$ cat src/rtl/sar_hs_pkg.sv
package sar_hs_pkg;
  typedef enum logic [1:0] {
    ST_RECOVER = 2'd0,
    ST_IDLE    = 2'd1,
    ST_SETUP   = 2'd2,
    ST_CONV    = 2'd3
  } sar_state_e;
endpackage

$ cat src/rtl/sar_fall_detect.sv
module sar_fall_detect (
  input  logic clk,
  input  logic rst,
  input  logic level_in,
  output logic fall
);
  logic prev_q;

  // prev_q resets low so a level held high through reset starts nothing
  always_ff @(posedge clk or posedge rst) begin
    if (rst) prev_q <= 1'b0;
    else     prev_q <= level_in;
  end

  assign fall = prev_q & ~level_in;
endmodule

$ cat src/rtl/sar_blank_timer.sv
module sar_blank_timer #(
  parameter int BLANK_CYC = 2
) (
  input  logic clk,
  input  logic rst,
  input  logic load,
  output logic expired
);
  generate
    if (BLANK_CYC == 0) begin : g_none
      assign expired = 1'b1;
    end else begin : g_count
      localparam int CW = $clog2(BLANK_CYC + 1);
      logic [CW-1:0] cnt_q;

      always_ff @(posedge clk or posedge rst) begin
        if (rst)              cnt_q <= '0;
        else if (load)        cnt_q <= CW'(BLANK_CYC);
        else if (cnt_q != '0) cnt_q <= cnt_q - CW'(1);
      end

      assign expired = (cnt_q == '0);
    end
  endgenerate
endmodule

$ cat src/rtl/sar_bit_stepper.sv
module sar_bit_stepper #(
  parameter int DATA_W = 16
) (
  input  logic              clk,
  input  logic              rst,
  input  logic              start,
  input  logic              step,
  input  logic              cmp_ge,
  output logic [DATA_W-1:0] trial_code,
  output logic [DATA_W-1:0] result,
  output logic              finish
);
  localparam logic [DATA_W-1:0] TOP_BIT = {1'b1, {(DATA_W-1){1'b0}}};

  logic [DATA_W-1:0] mask_q, trial_q, result_q, decided;

  // bit under trial survives only if the input is at or above the trial level
  assign decided = cmp_ge ? trial_q : (trial_q & ~mask_q);
  assign finish  = step & mask_q[0];

  always_ff @(posedge clk or posedge rst) begin
    if (rst) begin
      mask_q   <= '0;
      trial_q  <= '0;
      result_q <= '0;
    end else if (start) begin
      mask_q  <= TOP_BIT;
      trial_q <= TOP_BIT;
    end else if (step) begin
      if (mask_q[0]) begin
        result_q <= decided;
        trial_q  <= '0;
        mask_q   <= '0;
      end else begin
        trial_q <= decided | (mask_q >> 1);
        mask_q  <= mask_q >> 1;
      end
    end
  end

  assign trial_code = trial_q;
  assign result     = result_q;

  p_mask_onehot_r10: assert property (@(posedge clk) disable iff (rst)
    $onehot0(mask_q));

  p_keep_bit_r5: assert property (@(posedge clk) disable iff (rst)
    (step && cmp_ge && !mask_q[0]) |=> ((trial_q & $past(mask_q)) != '0));

  p_clear_bit_r5: assert property (@(posedge clk) disable iff (rst)
    (step && !cmp_ge && !mask_q[0]) |=> ((trial_q & $past(mask_q)) == '0));

  p_upper_kept_r10: assert property (@(posedge clk) disable iff (rst)
    (step && !mask_q[0]) |=>
      ((trial_q & ~($past(mask_q) | ($past(mask_q) - 1'b1))) ==
       ($past(trial_q) & ~($past(mask_q) | ($past(mask_q) - 1'b1)))));

  p_result_on_finish_r7: assert property (@(posedge clk) disable iff (rst)
    !$stable(result_q) |-> $past(finish));
endmodule

$ cat src/rtl/sar_handshake_ctrl.sv
module sar_handshake_ctrl
  import sar_hs_pkg::*;
#(
  parameter int DATA_W    = 16,
  parameter int BLANK_CYC = 2
) (
  input  logic              clk,
  input  logic              cal,
  input  logic              sample_in,
  input  logic              cmp_ge,
  output logic [DATA_W-1:0] trial_code,
  output logic              busy,
  output logic              done,
  output logic [DATA_W-1:0] result
);
  sar_state_e state_q, state_d;
  logic fall, expired, commit, start, step, finish, done_q;

  sar_fall_detect u_fall (
    .clk      (clk),
    .rst      (cal),
    .level_in (sample_in),
    .fall     (fall)
  );

  assign commit = (state_q == ST_IDLE) && fall;
  assign start  = (state_q == ST_SETUP) && expired;
  assign step   = (state_q == ST_CONV);

  sar_blank_timer #(.BLANK_CYC(BLANK_CYC)) u_blank (
    .clk     (clk),
    .rst     (cal),
    .load    (commit),
    .expired (expired)
  );

  sar_bit_stepper #(.DATA_W(DATA_W)) u_step (
    .clk        (clk),
    .rst        (cal),
    .start      (start),
    .step       (step),
    .cmp_ge     (cmp_ge),
    .trial_code (trial_code),
    .result     (result),
    .finish     (finish)
  );

  always_comb begin
    state_d = state_q;
    unique case (state_q)
      ST_RECOVER: state_d = ST_IDLE;
      ST_IDLE:    if (commit) state_d = ST_SETUP;
      ST_SETUP:   if (expired) state_d = ST_CONV;
      ST_CONV:    if (finish) state_d = ST_IDLE;
      default:    state_d = ST_RECOVER;
    endcase
  end

  always_ff @(posedge clk or posedge cal) begin
    if (cal) begin
      state_q <= ST_RECOVER;
      done_q  <= 1'b0;
    end else begin
      state_q <= state_d;
      done_q  <= finish;
    end
  end

  assign busy = (state_q != ST_IDLE);
  assign done = done_q;

  p_commit_busy_r1: assert property (@(posedge clk) disable iff (cal)
    commit |=> busy);

  p_done_on_fall_r6: assert property (@(posedge clk) disable iff (cal)
    done |-> (!busy && $past(busy)));

  p_fall_has_done_r6: assert property (@(posedge clk) disable iff (cal)
    ($fell(busy) && $past(state_q) == ST_CONV) |-> done);

  p_cal_busy_r8: assert property (@(posedge clk)
    cal |-> busy);

  p_trial_idle_zero_r3: assert property (@(posedge clk) disable iff (cal)
    (state_q != ST_CONV) |-> (trial_code == '0));
endmodule

$ cat config.mk
export PLATFORM = sky130hd
export DESIGN_NAME = sar_handshake_ctrl
export DESIGN_NICKNAME = d
export VERILOG_FILES = /design/src/rtl/sar_hs_pkg.sv /design/src/rtl/sar_fall_detect.sv /design/src/rtl/sar_blank_timer.sv /design/src/rtl/sar_bit_stepper.sv /design/src/rtl/sar_handshake_ctrl.sv
export SDC_FILE = /design/constraint.sdc
export NUM_CORES = 1
export LEC_CHECK = 0
export BUFFER_PORTS_ARGS = -buffer_cell sky130_fd_sc_hd__buf_2
export CORE_UTILIZATION = 35
export CTS_BUF_LIST = sky130_fd_sc_hd__clkbuf_16
export DETAILED_ROUTE_END_ITERATION = 6
export PLACE_DENSITY = 0.59
export SYNTH_ARGS = -nofsm -noshare
export SYNTH_HDL_FRONTEND = slang
export SYNTH_SLANG_ARGS = --single-unit
$ cat constraint.sdc
create_clock -name clk -period 1.79 [get_ports clk]
set_input_delay 0.537 -clock clk [delete_from_list [all_inputs] [get_ports clk]]
set_output_delay 0.537 -clock clk [all_outputs]
set_load 0.05 [all_outputs]
==> results of run 1 <==
power by group:
group	switching [W]	total, W	internal [W]
logic	0.0000354	0.0000435	0.00000806
clock network	0.000413	0.00106	0.000647
registers	0.000000378	0.00122	0.00122
flip-flops by register name (all words and copies together), names as in the netlist:
| name | cells |
|---|---|
| done | 1 |
| u_step.result | 16 |
| u_blank.g_count.cnt_q | 2 |
| u_step.mask_q | 16 |
| state_q | 2 |
| u_step.trial_code | 16 |
| u_fall.prev_q | 1 |
layout by cell type, fill, tap and decap left out, drive strengths merged:
cell	instances
nand2b	1
nand2	19
nor3	1
buf	46
ha	4
clkinvlp	1
nor2	3
nor2b	18
clkbuf	5
xnor2	1
bufinv	1
o21a	1
clkinv	1
a22o	16
inv	22
dfrtp	54
a21oi	3
a21o	2
o21ai	46
mux2	1
o32ai	15
mux2i	1
a211oi	1
how the worst max path moves through the flow:
stage,to,cells after the start
floorplan,busy,2
global placement,u_step.trial_code[13]$_DFFE_PP0P_,5
detailed placement,u_step.trial_code[7]$_DFFE_PP0P_,5
CTS,busy,4
global route,busy,4
finish,busy,4
synthesized netlist by cell type (all sizes together) (3+ instances only):
cell type	instances
a21oi	3
a22o	16
buf	8
clkbuf	6
dfrtp	54
ha	4
inv	23
nand2	19
nor2	3
nor2b	18
o21ai	46
o32ai	15
cells by family (layout without fill, tap and decap cells):
logic type | after synthesis | after routing | synth area share, %
AOI/OAI and AO/OA | 84 | 84 | 23.1
xor gates and xnor gates | 1 | 1 | 0.371
adders and majority gates | 4 | 4 | 2.12
buffers and inverters | 37 | 76 | 7.41
DFF | 54 | 54 | 57.2
muxes | 2 | 2 | 0.900
and+or+nand+nor | 42 | 42 | 8.85
final cells by class:
cell class | instances | area share (%)
clock buffers | 5 | 4.43
clock inverters | 2 | 1.20
inverters | 23 | 3.19
multi-input cells | 133 | 29.8
flip-flops and latches | 54 | 47.9
well taps | 77 | 3.41
repair buffers | 46 | 10.1
metal layers:
metal | share of wire [%] | wire length (µm)
met5 | 0 | 0
met4 | 0.80 | 38
met3 | 3.8 | 180
met2 | 46 | 2200
met1 | 49 | 2350
critical path, stage by stage (launching register included):
cell and delay [ns]:
dfrtp_1 0.40, inv_1 0.08, ha_1 0.20, inv_2 0.06
buf_6 0.15
through the flow:
step | hold slack, ns | setup WS (ns)
after floorplan | 0.480 | 0.320
after global placement | 0.456 | 0.159
after detailed placement | 0.465 | 0.109
after CTS | 0.324 | 0.0197
after global routing | 0.335 | 0.00348
final | 0.308 | 0.0707
repair_timing:
action / 4_1_cts / 5_1_grt
pin swaps: 0 / 0
endpoints found under the setup margin: 1 / 14
gates resized for setup: 1 / 3
gates cloned: 0 / 0
==> summary.md, run 1 <==
| Metric | Value |
|---|---|
| Clock insertion delay at the later pin of the skew report | `0.29 ns` |
| Synth warn | `0` |
| Final routed DRC violation total | `8` |
| Arrival time of the worst setup path | `1.18 ns` |
| Number of global-route vias before repair | `1750` |
| Fillers | `631` |
| Buffers added on ports | `37` |
| Maximum buffer depth of the clock tree | `2` |
| Synth-to-Final Area Change | `19.4%` |
| Violated checks | `DRC` |
| Via count | `1754` |
| Post-route fraction of the period consumed by the critical path | `96.1%` |
| First drt pass iteration count | `6` |
| Met3 Use GR | `2.95%` |
| Mapped Area | `2360 µm²` |
| Placeable core region | `6420 µm²` |
| Total area of multi-input combinational cells | `841 µm²` |
| Synth area leaders | `dfrtp_1, o21ai_0, a22o_1` |
| Cells after Synth | `224` |
| Total setup violations reported at the end of the flow | `0` |
| Number of sinks driven by the clock tree | `54` |
| Post-DP HPWL | `3210 µm` |
| Flip-flop and latch count after synthesis | `54` |
| Pin count of the biggest net entering global routing | `55` |
| Launch point of the critical path | `state_q[1]$_DFFE_PP0P_` |
| Routed Antenna Nets | `0` |
| Cells on worst reg2reg path | `6` |
| Post-synthesis sequential area ratio | `57.2%` |
| Total track usage | `14.7%` |
| Syn nets | `232` |
| Cell taking the most area after synthesis | `dfrtp_1` |
| Static leakage | `1.32 nW` |
| Max-cap check violation count | `0` |
| Sequential cell area | `1350 µm²` |
| Primary flip-flop cell chosen by synthesis mapping | `dfrtp_1` |
| Drt initial violations | `99` |
| EDFF count, synth | `0` |
| Tot Pwr | `0.00232 W` |
| Post-synthesis average cell area | `10.5 µm²` |
| Hold violation count in the final report | `0` |
| I/O Pins | `38` |
| Layout Cells excl Fill | `340` |
| Via density per instance | `5.16` |
| Destination of the worst register-to-register timing path | `u_step.trial_code[10]$_DFFE_PP0P_` |
| Reg-to-Reg Start | `state_q[0]$_DFFE_PP0P_` |
| Clock-pin slew on the worst setup and hold paths | `0.07 ns` |
| Number of buffers inserted for hold repair after clock tree synthesis | `0` |
| Async set or reset register ratio after synthesis | `100%` |
| H-tree depth | `2` |
| Required time of the worst setup path | `1.25 ns` |
| Number of slew-limit violations in the final report | `0` |
| CTS tree | `done` |
| Wire length of the first global-routing pass | `8250 µm` |
| Die Y | `84.2 µm` |
| Area of all placed cells without fillers | `2820 µm²` |
| DIE WIDTH | `84.2 µm` |
| Setup repair after global routing missed its margin | `false` |
| CP Capture Type | `output port` |
| Fmax achieved | `582 MHz` |
| Relative slew slack | `67.5%` |
| Setup slack of the most critical reg-to-reg path | `0.17 ns` |
| Category of the most critical setup path | `reg2out` |
| GPL Wtd Cong | `0.739` |
| Pwr Density | `824 nW/µm²` |
| Sum of routed wire length over all layers | `4770 µm` |
| Top-area cell type share of the netlist area | `57.2%` |
| Area post-placement | `2650 µm²` |
| Routed length per instance | `14.0 µm` |
| Fraction of layout cells with a size suffix above 1 | `21.3%` |
| Post-layout nets | `271` |
| Die area | `7080 µm²` |
| Clock Skew | `0.00618 ns` |
| Total grt overflow | `0` |
| Initial Util | `36.8%` |
| Min-Delay Path Class | `in2async` |
| Count of unique library cells instantiated by Yosys | `25` |
| Global routing met2 resource utilization | `23.0%` |
| Finished Core Util | `43.9%` |
| Met1 usage | `20.4%` |
| Outcome | `complete, but fails checks` |
| Total number of placement rows | `29` |
| TNS Setup | `0 ns` |
| Peak ir drop on the vdd network | `0.328 mV` |
| Buffer type at the clock tree root | `clkbuf_16` |
| Cell Count Post-Placement | `333` |
| GRT Max-Usage Layer | `met2` |
| Number of CTS-inserted buffers | `5` |
| Critical-path maximum fanout | `3` |
| ANT cells | `0` |
| Setup repair bufs after CTS | `0` |
| Actual slew at the worst max-slew pin | `0.487 ns` |
| Sort of element at the start of the critical path | `flop` |
| Initial antenna violation count | `0` |
| Minimum period implied by the final worst setup slack | `1.72 ns` |
(Power assumes the default switching activity.)
==> run 2: changes to the inputs <==
--- a/config.mk
+++ b/config.mk
@@ -5,6 +5,7 @@
 export SDC_FILE = /design/constraint.sdc
 export NUM_CORES = 1
 export LEC_CHECK = 0
+export ABC_AREA = 1
 export BUFFER_PORTS_ARGS = -buffer_cell sky130_fd_sc_hd__buf_2
 export CORE_UTILIZATION = 35
 export CTS_BUF_LIST = sky130_fd_sc_hd__clkbuf_16
==> summary.md, run 2 <==
| Metric | Value |
|---|---|
| I/O Pins | `38 (unchanged)` |
| Sort of element at the start of the critical path | `flop` |
| Max stage delay on crit path | `0.41 ns (about the same)` |
| Arrival time of the worst setup path | `1.18 ns (about the same)` |
| Top post-synthesis cells by count | `nand2_1, dfrtp_1, nand3_1` |
| Reg-to-Reg Start | `state_q[1]$_DFFE_PP0P_` |
| Post-layout nets | `313 (+15%)` |
| Post-synthesis sequential area ratio | `59.4% (+2.2 points)` |
| Async set or reset register ratio after synthesis | `100% (unchanged)` |
| Most common library cell in the layout ignoring fill and taps | `nand2_1` |
| Wire length of the first global-routing pass | `7810 µm (-5.4%)` |
| Actual slew at the worst max-slew pin | `0.294 ns (-0.193 ns)` |
| Routed length per instance | `11.8 µm (-16%)` |
| Synth-to-Final Area Change | `20.4%` |
| Routed Antenna Nets | `0 (unchanged)` |
| Clock Skew | `0.00306 ns (-0.00312 ns)` |
| Via count | `1742 (-0.68%)` |
| Post-synthesis average cell area | `8.62 µm² (-18%)` |
| Pwr Density | `1740 nW/µm² (+110%)` |
| Count of unique library cells instantiated by Yosys | `13 (-48%)` |
| Kind of cell adding the most delay to the critical path | `flip-flops` |
| Synth warn | `0 (unchanged)` |
| Via density per instance | `4.55 (-12%)` |
| Maximum buffer depth of the clock tree | `2 (unchanged)` |
| Total buffers and inverters traversed by the critical path | `2 (-1)` |
| Critical-path maximum fanout | `4 (+1)` |
| Total grt overflow | `0 (unchanged)` |
| CTS tree | `done` |
| Die area | `6830 µm² (-3.6%)` |
| Required time of the worst setup path | `1.25 ns (about the same)` |
| Syn nets | `272 (+17%)` |
| Sum of routed wire length over all layers | `4510 µm (-5.5%)` |
| Fmax achieved | `583 MHz (+0.26%)` |
| Die Y | `82.6 µm (-1.8%)` |
| Primary flip-flop cell chosen by synthesis mapping | `dfrtp_1` |
| Placement Setup Slack | `0.291 ns (+0.182 ns)` |
| Hold violation count in the final report | `0 (unchanged)` |
| TNS Setup | `0 ns (unchanged)` |
| Minimum period implied by the final worst setup slack | `1.71 ns (-0.00441 ns)` |
| Top-area cell type share of the netlist area | `59.4% (+2.2 points)` |
| Peak ir drop on the vdd network | `0.747 mV (+130%)` |
| Worst hold margin | `0.309 ns (+0.000675 ns)` |
| Clock insertion delay at the later pin of the skew report | `0.29 ns (about the same)` |
| CP Capture Type | `output port` |
| DIE WIDTH | `82.6 µm (-1.8%)` |
| Cell taking the most area after synthesis | `dfrtp_1` |
| Number of CTS-inserted buffers | `5 (unchanged)` |
| Layout Cells excl Fill | `383 (+13%)` |
| Clock-pin slew on the worst setup and hold paths | `0.07 ns (about the same)` |
| Initial antenna violation count | `0 (unchanged)` |
| Cells after Synth | `264 (+18%)` |
| Critical-path top delay cell | `dfrtp_1` |
| Final setup slack of the worst path | `0.0751 ns (+0.00441 ns)` |
| Total setup violations reported at the end of the flow | `0 (unchanged)` |
| Relative slew slack | `80.2% (+13 points)` |
| Post-route fraction of the period consumed by the critical path | `95.8% (-0.25 points)` |
| Number of sinks driven by the clock tree | `54 (unchanged)` |
| Drt initial violations | `135 (+36%)` |
| Min-Delay Path Class | `in2async` |
| Max-cap check violation count | `0 (unchanged)` |
| ANT cells | `0 (unchanged)` |
| Pin count of the biggest net entering global routing | `55 (unchanged)` |
| H-tree depth | `2 (unchanged)` |
| Cell Count Post-Placement | `374 (+12%)` |
| Buffers added on ports | `37 (unchanged)` |
| GPL Wtd Cong | `0.684 (-7.5%)` |
| Post-DP HPWL | `2890 µm (-10%)` |
| Buffer type at the clock tree root | `clkbuf_16` |
| Setup repair after global routing missed its margin | `false` |
| Most frequent cell after synthesis | `nand2_1` |
| Fillers | `660 (+4.6%)` |
| EDFF count, synth | `0 (unchanged)` |
| Static leakage | `1.47 nW (+11%)` |
| Total number of placement rows | `29 (unchanged)` |
| Flip-flop and latch count after synthesis | `54 (unchanged)` |
| Number of slew-limit violations in the final report | `0 (unchanged)` |
| Number of global-route vias before repair | `1725 (-1.4%)` |
| Fraction of layout cells with a size suffix above 1 | `18.3% (-3.0 points)` |
| Category of the most critical setup path | `reg2out` |
| Initial Util | `36.0% (-0.73 points)` |
| Final routed DRC violation total | `0 (-8)` |
| Cells along the critical path | `ha_1 > inv_1 > buf_6` |
| Total track usage | `15.2% (+0.47 points)` |
| Outcome | `finished clean` |
| Launch point of the critical path | `state_q[0]$_DFFE_PP0P_` |
| Placeable core region | `6310 µm² (-1.7%)` |
| Synth area leaders | `dfrtp_1, nand2_1, a21boi_0` |
| Mapped Area | `2280 µm² (-3.7%)` |
| Commonest non-fill, non-tap cells in the layout | `nand2_1, dfrtp_1, buf_2` |
| First drt pass iteration count | `4 (-2)` |
==> run 2: through the flow <==
step / total power [W] / area (µm²) / util [%]
after global routing: 0.00513 / 2740 / 43.4
after CTS: 0.00481 / 2730 / 43.2
after floorplan: 0.00335 / 2280 / -
final: 0.00478 / 2740 / 43.4
after global placement: 0.00382 / 2580 / 40.9
after detailed placement: 0.00385 / 2580 / 40.9
==> run 2: logic make-up (layout without fill, tap and decap cells) <==
kind of cell	Yosys count	count (layout)	share of synthesized area (%)
AO/OA/AOI/OAI	17	17	5.50
adder cells (fa/ha/maj)	4	4	2.20
buffers and inverters	24	66	4.40
flip-flops	54	54	59.4
AND/OR/NAND/NOR	165	165	28.5
==> run 2: per-layer routing <==
metal	global-route usage [%]	vias up	wire, µm
met5	0	-	0
met3	4.73	6	192
met1	20.0	800	2260
met4	4.66	0	53
met2	23.9	33	2000
li1	-	903	-
==> run 2: worst paths after layout <==
kind	slack (ns)	to	cells past startpoint
worst min register to register	0.47	u_step.result[13]$_DFFE_PP0P_	2
min in group clk	0.36	u_fall.prev_q$_DFF_PP0_	1
worst min-delay path	0.31	done$_DFF_PP0_	3
worst max register to register	0.22	u_step.trial_code[2]$_DFFE_PP0P_	8
worst max-delay path	0.08	busy	3
max in group asynchronous	1.24	u_step.trial_code[14]$_DFFE_PP0P_	3
==> run 2: worst register-to-register path: stages, from the launching register on <==
cell	delay [ns]
dfrtp_1	0.39
buf_4	0.14
ha_1	0.18
nand2_1	0.09
inv_1	0.08
nor2_2	0.08
buf_4	0.30
nand2_1	0.13
nand3_1	0.10
==> run 2: layout make-up <==
class	instances	area (µm²)	area share [%]
clock buffer	5	125	4.57
clock inverter	3	16.3	0.594
inverter	15	60.1	2.19
tap	77	96.3	3.52
sequential	54	1350	49.3
multi-input combinational	186	830	30.3
timing repair buffer	43	262	9.54
==> run 2: where the power goes <==
part           internal, W  switching (W)  leakage (nW)
Clock             0.000512       0.000429        0.0672
Combinational     0.000605        0.00145         0.752
Sequential         0.00156       0.000222         0.648
==> run 2: what timing repair did <==
item	in CTS	in global routing
pin swaps	0	0
gates resized for setup	1	1
setup endpoints to repair	1	1
hold buffers	0	0
setup buffers	0	1
hold endpoints to repair	0	0
==> run 3: changes to the inputs <==
--- a/config.mk
+++ b/config.mk
@@ -10,6 +10,7 @@
 export CORE_UTILIZATION = 35
 export CTS_BUF_LIST = sky130_fd_sc_hd__clkbuf_16
 export DETAILED_ROUTE_END_ITERATION = 6
+export HOLD_SLACK_MARGIN = 0.08
 export PLACE_DENSITY = 0.59
 export SYNTH_ARGS = -nofsm -noshare
 export SYNTH_HDL_FRONTEND = slang
==> constraint.sdc (replaced) <==
create_clock -name clk -period 1.4 [get_ports clk]
set_input_delay 0.42 -clock clk [delete_from_list [all_inputs] [get_ports clk]]
set_output_delay 0.42 -clock clk [all_outputs]
set_load 0.05 [all_outputs]
==> summary.md, run 3 (synthesized netlist as in run 2, its figures left out) <==
| Metric | Value |
|---|---|
| Outcome | `complete, but fails checks` |
| Violated checks | `setup timing` |
| Die Y | `82.6 µm (unchanged)` |
| Wire length of the first global-routing pass | `8670 µm (+11%)` |
| Min-Delay Path Class | `in2async` |
| Actual slew at the worst max-slew pin | `0.314 ns (+0.0202 ns)` |
| First drt pass iteration count | `4 (unchanged)` |
| Fraction of layout cells with a size suffix above 1 | `27.8% (+9.5 points)` |
| Buffer type at the clock tree root | `clkbuf_16` |
| CTS tree | `done` |
| Number of CTS-inserted buffers | `5 (unchanged)` |
| Initial Util | `36.0% (unchanged)` |
| Fmax achieved | `653 MHz` |
| Total buffers and inverters traversed by the critical path | `2 (unchanged)` |
| Most common library cell in the layout ignoring fill and taps | `nand2_1` |
| Initial antenna violation count | `0 (unchanged)` |
| Pin count of the biggest net entering global routing | `55 (unchanged)` |
| Post-DP HPWL | `3130 µm (+8.4%)` |
| Switching power | `0.00298 W (+42%)` |
| Clock Skew | `0.00713 ns (+0.00407 ns)` |
| Die area | `6830 µm² (unchanged)` |
| Arrival time of the worst setup path | `1.11 ns (-0.07 ns)` |
| Synth-to-Final Area Change | `32.3%` |
| Part of the total power dissipated in the clock network | `19.5% (-0.2 points)` |
| Final routed DRC violation total | `0 (unchanged)` |
| Number of global-route vias before repair | `1943 (+13%)` |
| Via density per instance | `4.73 (+3.9%)` |
| DIE WIDTH | `82.6 µm (unchanged)` |
| Placeable core region | `6310 µm² (unchanged)` |
| Static leakage | `1.58 nW (+7.9%)` |
| H-tree depth | `2 (unchanged)` |
| Number of slew-limit violations in the final report | `0 (unchanged)` |
| Clock-pin slew on the worst setup and hold paths | `0.06 ns (about the same)` |
| Number of sinks driven by the clock tree | `54 (unchanged)` |
| Post-route fraction of the period consumed by the critical path | `109%` |
| Number of buffers inserted for hold repair after clock tree synthesis | `0 (unchanged)` |
| Setup repair after global routing missed its margin | `true` |
| Total track usage | `17.0% (+1.8 points)` |
| Reg power frac | `32.8% (-4.5 points)` |
| Sum of routed wire length over all layers | `5190 µm (+15%)` |
| Internal | `0.00404 W (+51%)` |
| CP Capture Type | `output port` |
| Finished Core Util | `47.7% (+4.3 points)` |
| Maximum buffer depth of the clock tree | `2 (unchanged)` |
| Critical-path maximum fanout | `2 (-2)` |
| Fillers | `612 (-7.3%)` |
| Max-cap check violation count | `0 (unchanged)` |
| Sw Share | `42.5% (-1.6 points)` |
| Sort of element at the start of the critical path | `flop` |
| TNS Setup | `-0.408 ns (-0.408 ns)` |
| Worst hold margin | `0.190 ns (-0.119 ns)` |
| Clock insertion delay at the later pin of the skew report | `0.29 ns (about the same)` |
| Pwr Density | `2330 nW/µm² (+34%)` |
| Minimum period implied by the final worst setup slack | `1.53 ns` |
| Post-layout nets | `327 (+4.5%)` |
| Total setup violations reported at the end of the flow | `17 (+17)` |
| Final setup slack of the worst path | `-0.131 ns (-0.206 ns)` |
| Cells along the critical path | `ha_2 > inv_2 > buf_8` |
| Part of the power in combinational logic | `47.7% (+4.6 points)` |
| ANT cells | `0 (unchanged)` |
| I/O Pins | `38 (unchanged)` |
| Hold violation count in the final report | `0 (unchanged)` |
| Drt initial violations | `81 (-40%)` |
| Kind of cell adding the most delay to the critical path | `flip-flops` |
| Routed Antenna Nets | `0 (unchanged)` |
| Buffers added on ports | `37 (unchanged)` |
| Required time of the worst setup path | `0.98 ns (-0.27 ns)` |
| Routed length per instance | `13.1 µm (+11%)` |
| Total grt overflow | `0 (unchanged)` |
| Via count | `1876 (+7.7%)` |
| Max stage delay on crit path | `0.40 ns (about the same)` |
| Peak ir drop on the vdd network | `1.05 mV (+41%)` |
| GPL Wtd Cong | `0.715 (+4.5%)` |
| Category of the most critical setup path | `reg2out` |
| Commonest non-fill, non-tap cells in the layout | `nand2_1, dfrtp_1, buf_2` |
| Total number of placement rows | `29 (unchanged)` |
| Critical-path top delay cell | `dfrtp_1` |
| Relative slew slack | `79.0% (-1.2 points)` |
## run 3: cell count changes in the layout (fill, tap and decap cells not counted), moves of 3 or more
cell | previous run | this run
nand2_1 | 139 | 128
nand2_2 | 2 | 12
buf_4 | 4 | 11
buf_2 | 36 | 32
clkbuf_4 | 0 | 4
ha_1 | 4 | 0
buf_6 | 1 | 4
buf_8 | 0 | 3
## run 3: final cells by class
class	count	area (µm²)	area share [%]
sequential	54	1350	44.9
multi-input combinational	186	907	30.1
timing repair buffer	57	428	14.2
clock buffer	5	125	4.15
tap	77	96.3	3.20
inverter	15	62.6	2.08
clock inverter	3	41.3	1.37
## run 3: final timing paths
check                      slack (ns)  depth (start not counted)                           endpoint                          from
max                             -0.13                          3                               busy        state_q[0]$_DFFE_PP0P_
min                              0.19                          3                     done$_DFF_PP0_                           cal
max reg2reg                     -0.05                          8  u_step.trial_code[12]$_DFFE_PP0P_        state_q[1]$_DFFE_PP0P_
min reg2reg                      0.47                          2       u_step.result[3]$_DFFE_PP0P_  u_step.result[3]$_DFFE_PP0P_
max in group asynchronous        0.97                          3       u_step.result[8]$_DFFE_PP0P_                           cal
min in group clk                 0.26                          1            u_fall.prev_q$_DFF_PP0_                     sample_in
## run 3: timing repair
item                                    in CTS  in global routing
endpoints found under the setup margin       2                 48
pin swaps                                    0                  4
cloned                                       2                  1
setup buffers                                3                  2
resized for setup                           20                 22
## run 3: worst reg2reg max path, delay by kind of cell (launching register included)
family,cells,cell delay [ns]
AND/OR/NAND/NOR,4,0.44
adder cells (fa/ha/maj),1,0.16
flip-flops,1,0.38
buffers and inverters,3,0.41
## run 3: routing by layer
layer,global-route usage (%),vias to the layer above,part of all wire (%)
met1,21.1,907,47
li1,-,927,-
met5,0,-,0
met2,28.6,34,48
met4,6.72,0,1.7
met3,3.63,8,3.5
## run 3: through the flow
| step | power [W] | instance area, µm² | setup slack [ns] | cells |
|---|---|---|---|---|
| 5_1_grt | 0.00750 | 3010 | -0.170 | 397 |
| 2_1_floorplan | 0.00428 | 2280 | 0.0429 | 264 |
| 6_report | 0.00703 | 3010 | -0.131 | 397 |
| 3_3_place_gp | 0.00498 | 2640 | 0.0577 | 381 |
| 4_1_cts | 0.00675 | 2900 | -0.107 | 394 |
| 3_5_place_dp | 0.00501 | 2640 | -0.00524 | 381 |
## run 3: power groups by stage
stage / sequential, W / clock, W / combinational [W]
5_1_grt: 0.00236 / 0.00147 / 0.00366
6_report: 0.00230 / 0.00137 / 0.00335
3_3_place_gp: 0.00231 / 0 / 0.00266
3_5_place_dp: 0.00232 / 0 / 0.00269
2_1_floorplan: 0.00304 / 0 / 0.00124
4_1_cts: 0.00228 / 0.00142 / 0.00305
